--- config.mk ---
export PLATFORM = sky130hd
export DESIGN_NAME = txd_dom_guard
export DESIGN_NICKNAME = d
export VERILOG_FILES = /design/src/rtl/txd_guard_pkg.sv /design/src/rtl/txd_tick_gen.sv /design/src/rtl/txd_dwell_cnt.sv /design/src/rtl/txd_dom_guard.sv
export SDC_FILE = /design/constraint.sdc
export NUM_CORES = 1
export LEC_CHECK = 0
export BUFFER_PORTS_ARGS = -buffer_cell sky130_fd_sc_hd__buf_2
export CORE_ASPECT_RATIO = 0.75
export CORE_MARGIN = 5
export CORE_UTILIZATION = 61
export DETAILED_ROUTE_END_ITERATION = 16
export PLACE_DENSITY = 0.82
export REMOVE_ABC_BUFFERS = 1
export SYNTH_ARGS = -nofsm -noshare
export SYNTH_HDL_FRONTEND = slang
export SYNTH_SLANG_ARGS = --single-unit
--- constraint.sdc ---
create_clock -name clk -period 4.6 [get_ports clk]
set_input_delay 0.69 -clock clk [delete_from_list [all_inputs] [get_ports clk]]
set_output_delay 0.69 -clock clk [all_outputs]
set_load 0.005 [all_outputs]
--- src/rtl/txd_guard_pkg.sv ---
package txd_guard_pkg;

   // bits needed to hold values 0..n
   function automatic int tg_width(input int n);
      return (n < 2) ? 1 : $clog2(n + 1);
   endfunction

endpackage

--- src/rtl/txd_tick_gen.sv ---
module txd_tick_gen #(
   parameter int PRE_W = 16
) (
   input  logic             clk,
   input  logic             rst_n,
   input  logic [PRE_W-1:0] div,
   output logic             tick
);

   logic [PRE_W-1:0] cnt_q;

   // ">=" keeps the period bounded if div shrinks below the running count
   assign tick = (cnt_q >= div);

   always_ff @(posedge clk or negedge rst_n) begin
      if (!rst_n)
         cnt_q <= '0;
      else if (tick)
         cnt_q <= '0;
      else
         cnt_q <= cnt_q + 1'b1;
   end

endmodule

--- src/rtl/txd_dwell_cnt.sv ---
module txd_dwell_cnt #(
   parameter int LIMIT = 4
) (
   input  logic clk,
   input  logic rst_n,
   input  logic tick,
   input  logic run,
   output logic hit
);

   generate
      if (LIMIT == 1) begin : g_direct
         // one tick is enough: no storage needed
         assign hit = run & tick;
      end else begin : g_count
         localparam int W = txd_guard_pkg::tg_width(LIMIT - 1);
         localparam logic [W-1:0] LAST = W'(LIMIT - 1);
         logic [W-1:0] cnt_q;

         assign hit = run & tick & (cnt_q == LAST);

         always_ff @(posedge clk or negedge rst_n) begin
            if (!rst_n)
               cnt_q <= '0;
            else if (!run)
               cnt_q <= '0;
            else if (tick)
               cnt_q <= (cnt_q == LAST) ? '0 : cnt_q + 1'b1;
         end
      end
   endgenerate

endmodule

--- src/rtl/txd_dom_guard.sv ---
module txd_dom_guard #(
   parameter int DOM_TICKS = 10000,
   parameter int REL_TICKS = 11,
   parameter int PRE_W     = 16
) (
   input  logic             clk,
   input  logic             rst_n,
   input  logic             txd_sync,
   input  logic             comm_en,
   input  logic [PRE_W-1:0] tick_div,
   output logic             drv_en,
   output logic             to_flag
);

   generate
      if (DOM_TICKS < 2) begin : g_bad_dom
         $error("DOM_TICKS must be at least 2");
      end
      if (REL_TICKS < 1) begin : g_bad_rel
         $error("REL_TICKS must be at least 1");
      end
      if (PRE_W < 1) begin : g_bad_pre
         $error("PRE_W must be at least 1");
      end
   endgenerate

   logic tick;
   logic latched_q;
   logic dom_run, dom_hit;
   logic rel_run, rel_hit;

   txd_tick_gen #(.PRE_W(PRE_W)) u_tick (
      .clk  (clk),
      .rst_n(rst_n),
      .div  (tick_div),
      .tick (tick)
   );

   assign dom_run = comm_en & ~txd_sync & ~latched_q;
   assign rel_run = latched_q & txd_sync;

   txd_dwell_cnt #(.LIMIT(DOM_TICKS)) u_dom (
      .clk  (clk),
      .rst_n(rst_n),
      .tick (tick),
      .run  (dom_run),
      .hit  (dom_hit)
   );

   txd_dwell_cnt #(.LIMIT(REL_TICKS)) u_rel (
      .clk  (clk),
      .rst_n(rst_n),
      .tick (tick),
      .run  (rel_run),
      .hit  (rel_hit)
   );

   always_ff @(posedge clk or negedge rst_n) begin
      if (!rst_n)
         latched_q <= 1'b0;
      else if (dom_hit)
         latched_q <= 1'b1;
      else if (rel_hit)
         latched_q <= 1'b0;
   end

   assign drv_en  = comm_en & ~txd_sync & ~latched_q;
   assign to_flag = latched_q;

endmodule

## Word level (Yosys, flattened, before mapping)

Index checks and enable logic that the tools add are counted.

| word-level totals | value |
|---|---|
| flip-flop bits (word level) | 35 |
| input bits | 20 |
| output and inout port bits | 2 |
| word-level logic and storage cells | 31 |

| operators by class | value |
|---|---|
| bitwise operators | 9 |
| magnitude comparators | 1 |
| equality and inequality tests | 4 |
| add/subtract/negate cells | 3 |
| reductions and logical operators | 1 |
| mux-type cells | 9 |

Operators with widths:

| operator | count |
|---|---|
| 2-to-1 mux 14 bit | 3 |
| adder 16 x 1 -> 16 bit, second input constant | 1 |
| >= comparator 16 bit | 1 |
| 2-to-1 mux 16 bit | 1 |
| adder 14 x 1 -> 14 bit, second input constant | 1 |
| == test 14 bit, second input constant | 1 |
| 2-to-1 mux 4 bit | 3 |
| bitwise AND 1 bit | 7 |
| adder 4 x 1 -> 4 bit, second input constant | 1 |
| == test 4 bit, second input constant | 1 |
| 2-to-1 mux 1 bit | 2 |
| inequality test 2 x 1 -> 1 bit, second input constant | 1 |
| inequality test 2 bit, second input constant | 1 |
| inverter 1 bit | 2 |
| nonzero test 2 bit | 1 |

## Logic depth before layout (Yosys ltp)

| logic depth | value |
|---|---|
| word-level depth | 6 |
| mapped depth | 10 |
| mapped depth without buffers | 8 |

## Modules after synthesis

Synthesis repeated with hierarchy kept, for this count alone.

| second synthesis, totals | value |
|---|---|
| cell total of the unflattened synthesis | 251 |
| area, all modules | 2,367.3 sq um |

Modules (own cells, without submodules):

| module | cells an instance | instances | area an instance (sq um) | seq. area each (sq um) |
|---|---|---|---|---|
| txd_tick_gen | 130 | 1 | 1,260.0 | 400.4 |
| txd_dwell_cnt (u_dom) | 89 | 1 | 803.3 | 350.3 |
| txd_dwell_cnt (u_rel) | 27 | 1 | 249.0 | 100.1 |
| txd_dom_guard | 5 | 1 | 55.1 | 25.0 |

## Worst setup path before layout

OpenSTA, ideal clock, no wires.

| timing | value |
|---|---|
| path kind | input port to flip-flop |
| start point | input port tick_div[15] |
| end point | register u_rel.g_count.cnt_q[2] |
| buffers on the path | 1 |
| required time | 4.523 ns |
| data arrival time | 2.889 ns |
| setup time | 0.077 ns |
| cell stages on the path | 9 |
| path slack | 1.634 ns |
| cells stage by stage | inv_1 ha_1 nand4_1 or4_1 o32a_1 and2_1 buf_6 or4_1 a21oi_1 |

| between the ends | value |
|---|---|
| cells in the longest elaborated chain, start to end | 2 |

Ends and longest elaborated chain:

| item | line | RTL |
|---|---|---|
| start: declaration | txd_dom_guard.sv:10 | `input logic [PRE_W-1:0] tick_div,` |
| >= comparator 16 bit | txd_tick_gen.sv:13 | `assign tick = (cnt_q >= div);` |
| inequality test 2 bit (no source line) | - |  |
| end signal: assignment | txd_dwell_cnt.sv:28 | `cnt_q <= (cnt_q == LAST) ? '0 : cnt_q + 1'b1;` |
| end: declaration | txd_dwell_cnt.sv:18 | `logic [W-1:0] cnt_q;` |

No other way between the ends.
A chain may end at the register's enable or synchronous reset.

## Worst setup path after layout

Same ends and word-level chain as after synthesis.

==> run_results.csv <==
group,metric,value,unit
outcome,outcome,"finished clean",
synthesis,synthMuxAreaShare,0,%
pwr,p_int,0.6118,mW
global_routing,grt.overflow.total,0,
die,die_area,4874,um2
pwr,ir_worst_vdd,0.0003459,V
synthesis,synth_top_area_share,40.25,%
worst_setup_path,cpPeakStageDelay,0.54,ns
final_layout,antennaDiodeCount,0,
synthesis,synth_edf_count,0,
die,coreArea,3356,um2
synthesis,synthXorXnorAreaFrac,6.038,%
synthesis,ys.flop_type,"dfrtp_1",
synthesis,synth_area,2176,um2
pwr,combPwrFrac,22.8,%
worst_setup_path,end_kind,"flop",
timing,drv_slew,0,
clocking,ctsHoldBuffers,0,
worst_setup_path,cpMostUsedCell,"or4_1",
synthesis,synth-seq-cells,35,
timing,post-route-period-util,65.36,%
drt,drc,0,
final_layout,drive_above_1_share,11.19,%
die,die_h,61.72,um
synthesis,avgSynthCellArea,8.954,um2
worst_setup_path,crit_type,"input port to flop",
timing,clock_skew,0.008194,ns
clocking,post_cts_resized,0,
pwr,p_per_area,367.4,nW/um2
pwr,power_frac_seq,44.7,%
die,io_pins,22,
clocking,post_cts_buffers,0,
synthesis,synthTopCellsByArea,"dfrtp_1, ha_1, xor2_1, nor2_1, nand2_1",
placement,io_buffer_count,21,
timing,setup_tns,0,ns
synthesis,synth_top_family_by_area,"simple AND/OR/NAND/NOR gates",
drt,firstDrtPassIters,4,
global_routing,grt_usage,19.13,%
drt,vias_per_cell,5.782,
pwr,finalPower,0.8927,mW
final_layout,n_fill_cell,243,
synthesis,yosysSeqAreaShare,40.25,%
timing,worstMarginPinSlew,0.7673,ns
synthesis,post-synth-top-count-cell,"dfrtp_1",
synthesis,synth.distinct_cells,37,
die,die_x,78.97,um
drt,vias,1781,
flow_run,cap_viol_max_count,0,
timing,finalSetupViolCount,0,
final_layout,syn_to_final_growth,11.67,%
synthesis,synthCells,243,
drt,drtAntennaViolNets,0,
timing,rsz0062_at_grt,"false",
timing,fin_crit,3.007,ns
placement,gp_congestion,0.9004,
worst_setup_path,cp_top_family,"simple AND/OR/NAND/NOR gates",
final_layout,final_nets,307,
clocking,cts.clk_slew.worst_paths,0.08,ns
final_layout,regArea,875.8,um2
clocking,clk_latency,0.28,ns
global_routing,grt_max_degree,36,
clocking,numCtsBuffers,5,
global_routing,antenna_found_initial,0,
global_routing,grt_pass1_vias,1578,
worst_setup_path,worstPathCellList,"buf_2, inv_1, ha_1, nand4_1, or4_1, o32a_1, and2_1, or4_1, a21oi_1",
clocking,cts_htree_levels,2,
final_layout,multiInputGateArea,1202,um2
worst_setup_path,crit_fanout,18,
pwr,p_clk_share,32.5,%
worst_setup_path,critPathArrivalTime,3.22,ns
worst_setup_path,cp.required,4.82,ns
worst_setup_path,cp_num_buf_inv,2,
pwr,net-switching-power,0.2809,mW
timing,slew_headroom,48.85,%
clocking,cts_sinks,35,
synthesis,yosys.area_share.adder,11.50,%
clocking,cts_max_path_buffers,2,
synthesis,synth_compound_area_share,13.80,%
pwr,switching_share,31.47,%
synthesis,yosysTopAreaCell,"dfrtp_1",
drt,wl,4325,um
placement,dp_hpwl,3143,um
die,rows,18,
synthesis,ys_async_sr_fraction,100.0,%
worst_setup_path,start_kind,"input port",
global_routing,grt_pass1_wl,7238,um
timing,finalHoldViolations,0,
synthesis,yosys.area_share.simple,23.92,%
drt,wl_per_cell,14.04,um
drt,dr.first_iter.drc_count,160,
clocking,cts_tree,"built",
synthesis,ys_top_cells_by_count,"dfrtp_1, nor2_1, nand2_1, ha_1, inv_1",
synthesis,yosysWarnings,0,
clocking,cts_root_buf,"clkbuf_8",
worst_setup_path,crit_path_top_delay_cell,"or4_1",
hold_path,hold_class,"input port to asynchronous set/reset pin",
die,start_util,64.84,%
timing,fmax,332.6,MHz
pwr,leakagePower,1.169,nW
[metal layers]
layer / part of all wire [%] / track usage (%) / wire length, um / vias to the layer above
met5: 0 / 0 / 0 / -
li1: - / - / - / 910
met2: 41 / 29.02 / 1778 / 48
met3: 5.2 / 5.764 / 225 / 2
met1: 54 / 28.24 / 2314 / 821
met4: 0.16 / 2.206 / 7 / 0
[power groups by stage]
stage / Sequential, mW / Combinational (mW) / Clock (mW)
6_report: 0.399 / 0.204 / 0.290
5_1_grt: 0.405 / 0.242 / 0.305
4_1_cts: 0.399 / 0.208 / 0.291
3_5_place_dp: 0.405 / 0.204 / 0
3_3_place_gp: 0.404 / 0.198 / 0
2_1_floorplan: 0.391 / 0.143 / 0
[cell families after synthesis]
family / Yosys count
simple gates: 102
compound gates: 47
flops: 35
buf+inv: 24
fa+ha+maj: 20
xor+xnor: 15
[layout make-up]
class / count / share of cell area (%)
multi-input cells: 184 / 49.48
clock inverters: 2 / 1.442
well taps: 40 / 2.060
repair buffers: 22 / 4.634
inverters: 19 / 2.935
flip-flops and latches: 35 / 36.05
clock buffers: 6 / 3.399
[layout by cell type, fill, tap and decap left out, types with 5 or more instances in the layout]
master / Yosys / routed
o2bb2ai_1: 5 / 5
dfrtp_1: 35 / 35
or3_1: 6 / 6
ha_1: 20 / 20
and3_1: 9 / 9
nand2_1: 23 / 23
buf_2: 0 / 21
o21ai_0: 8 / 8
inv_1: 18 / 18
o22ai_1: 5 / 5
a21oi_1: 15 / 15
clkbuf_8: 0 / 6
nand3_1: 15 / 15
xor2_1: 11 / 11
nor2_1: 25 / 25
[sequential cells by signal (all words and copies together), names as in the netlist]
signal and count:
to_flag 1, u_tick.cnt_q 16, u_rel.g_count.cnt_q 4, u_dom.g_count.cnt_q 14
[worst paths after layout]
| check | to | start | slack, ns | cells after the start |
|---|---|---|---|---|
| min in group clk | u_dom.g_count.cnt_q[12] | u_dom.g_count.cnt_q[12] | 0.53 | 1 |
| worst max-delay path | u_rel.g_count.cnt_q[2] | tick_div[15] | 1.59 | 9 |
| max in group asynchronous | u_tick.cnt_q[2] | rst_n | 3.63 | 1 |
| worst min-delay path | u_tick.cnt_q[15] | rst_n | 0.47 | 1 |
| worst max register to register | u_rel.g_count.cnt_q[2] | u_tick.cnt_q[15] | 1.70 | 7 |
| worst min register to register | u_dom.g_count.cnt_q[12] | u_dom.g_count.cnt_q[12] | 0.53 | 1 |
[stage by stage]
| step | setup slack, ns | hold slack, ns | util (%) | area (um2) | std cells |
|---|---|---|---|---|---|
| after floorplan | 1.468 | 0.3944 | - | 2150 | 238 |
| after global placement | 1.377 | 0.5079 | 68.90 | 2312 | 300 |
| after detailed placement | 1.298 | 0.5092 | 68.90 | 2312 | 300 |
| after CTS | 1.597 | 0.5025 | 72.41 | 2430 | 308 |
| after global routing | 1.418 | 0.5278 | 72.41 | 2430 | 308 |
| final | 1.593 | 0.4728 | 72.41 | 2430 | 308 |
No activity file was read; power rests on OpenSTA's default activity.
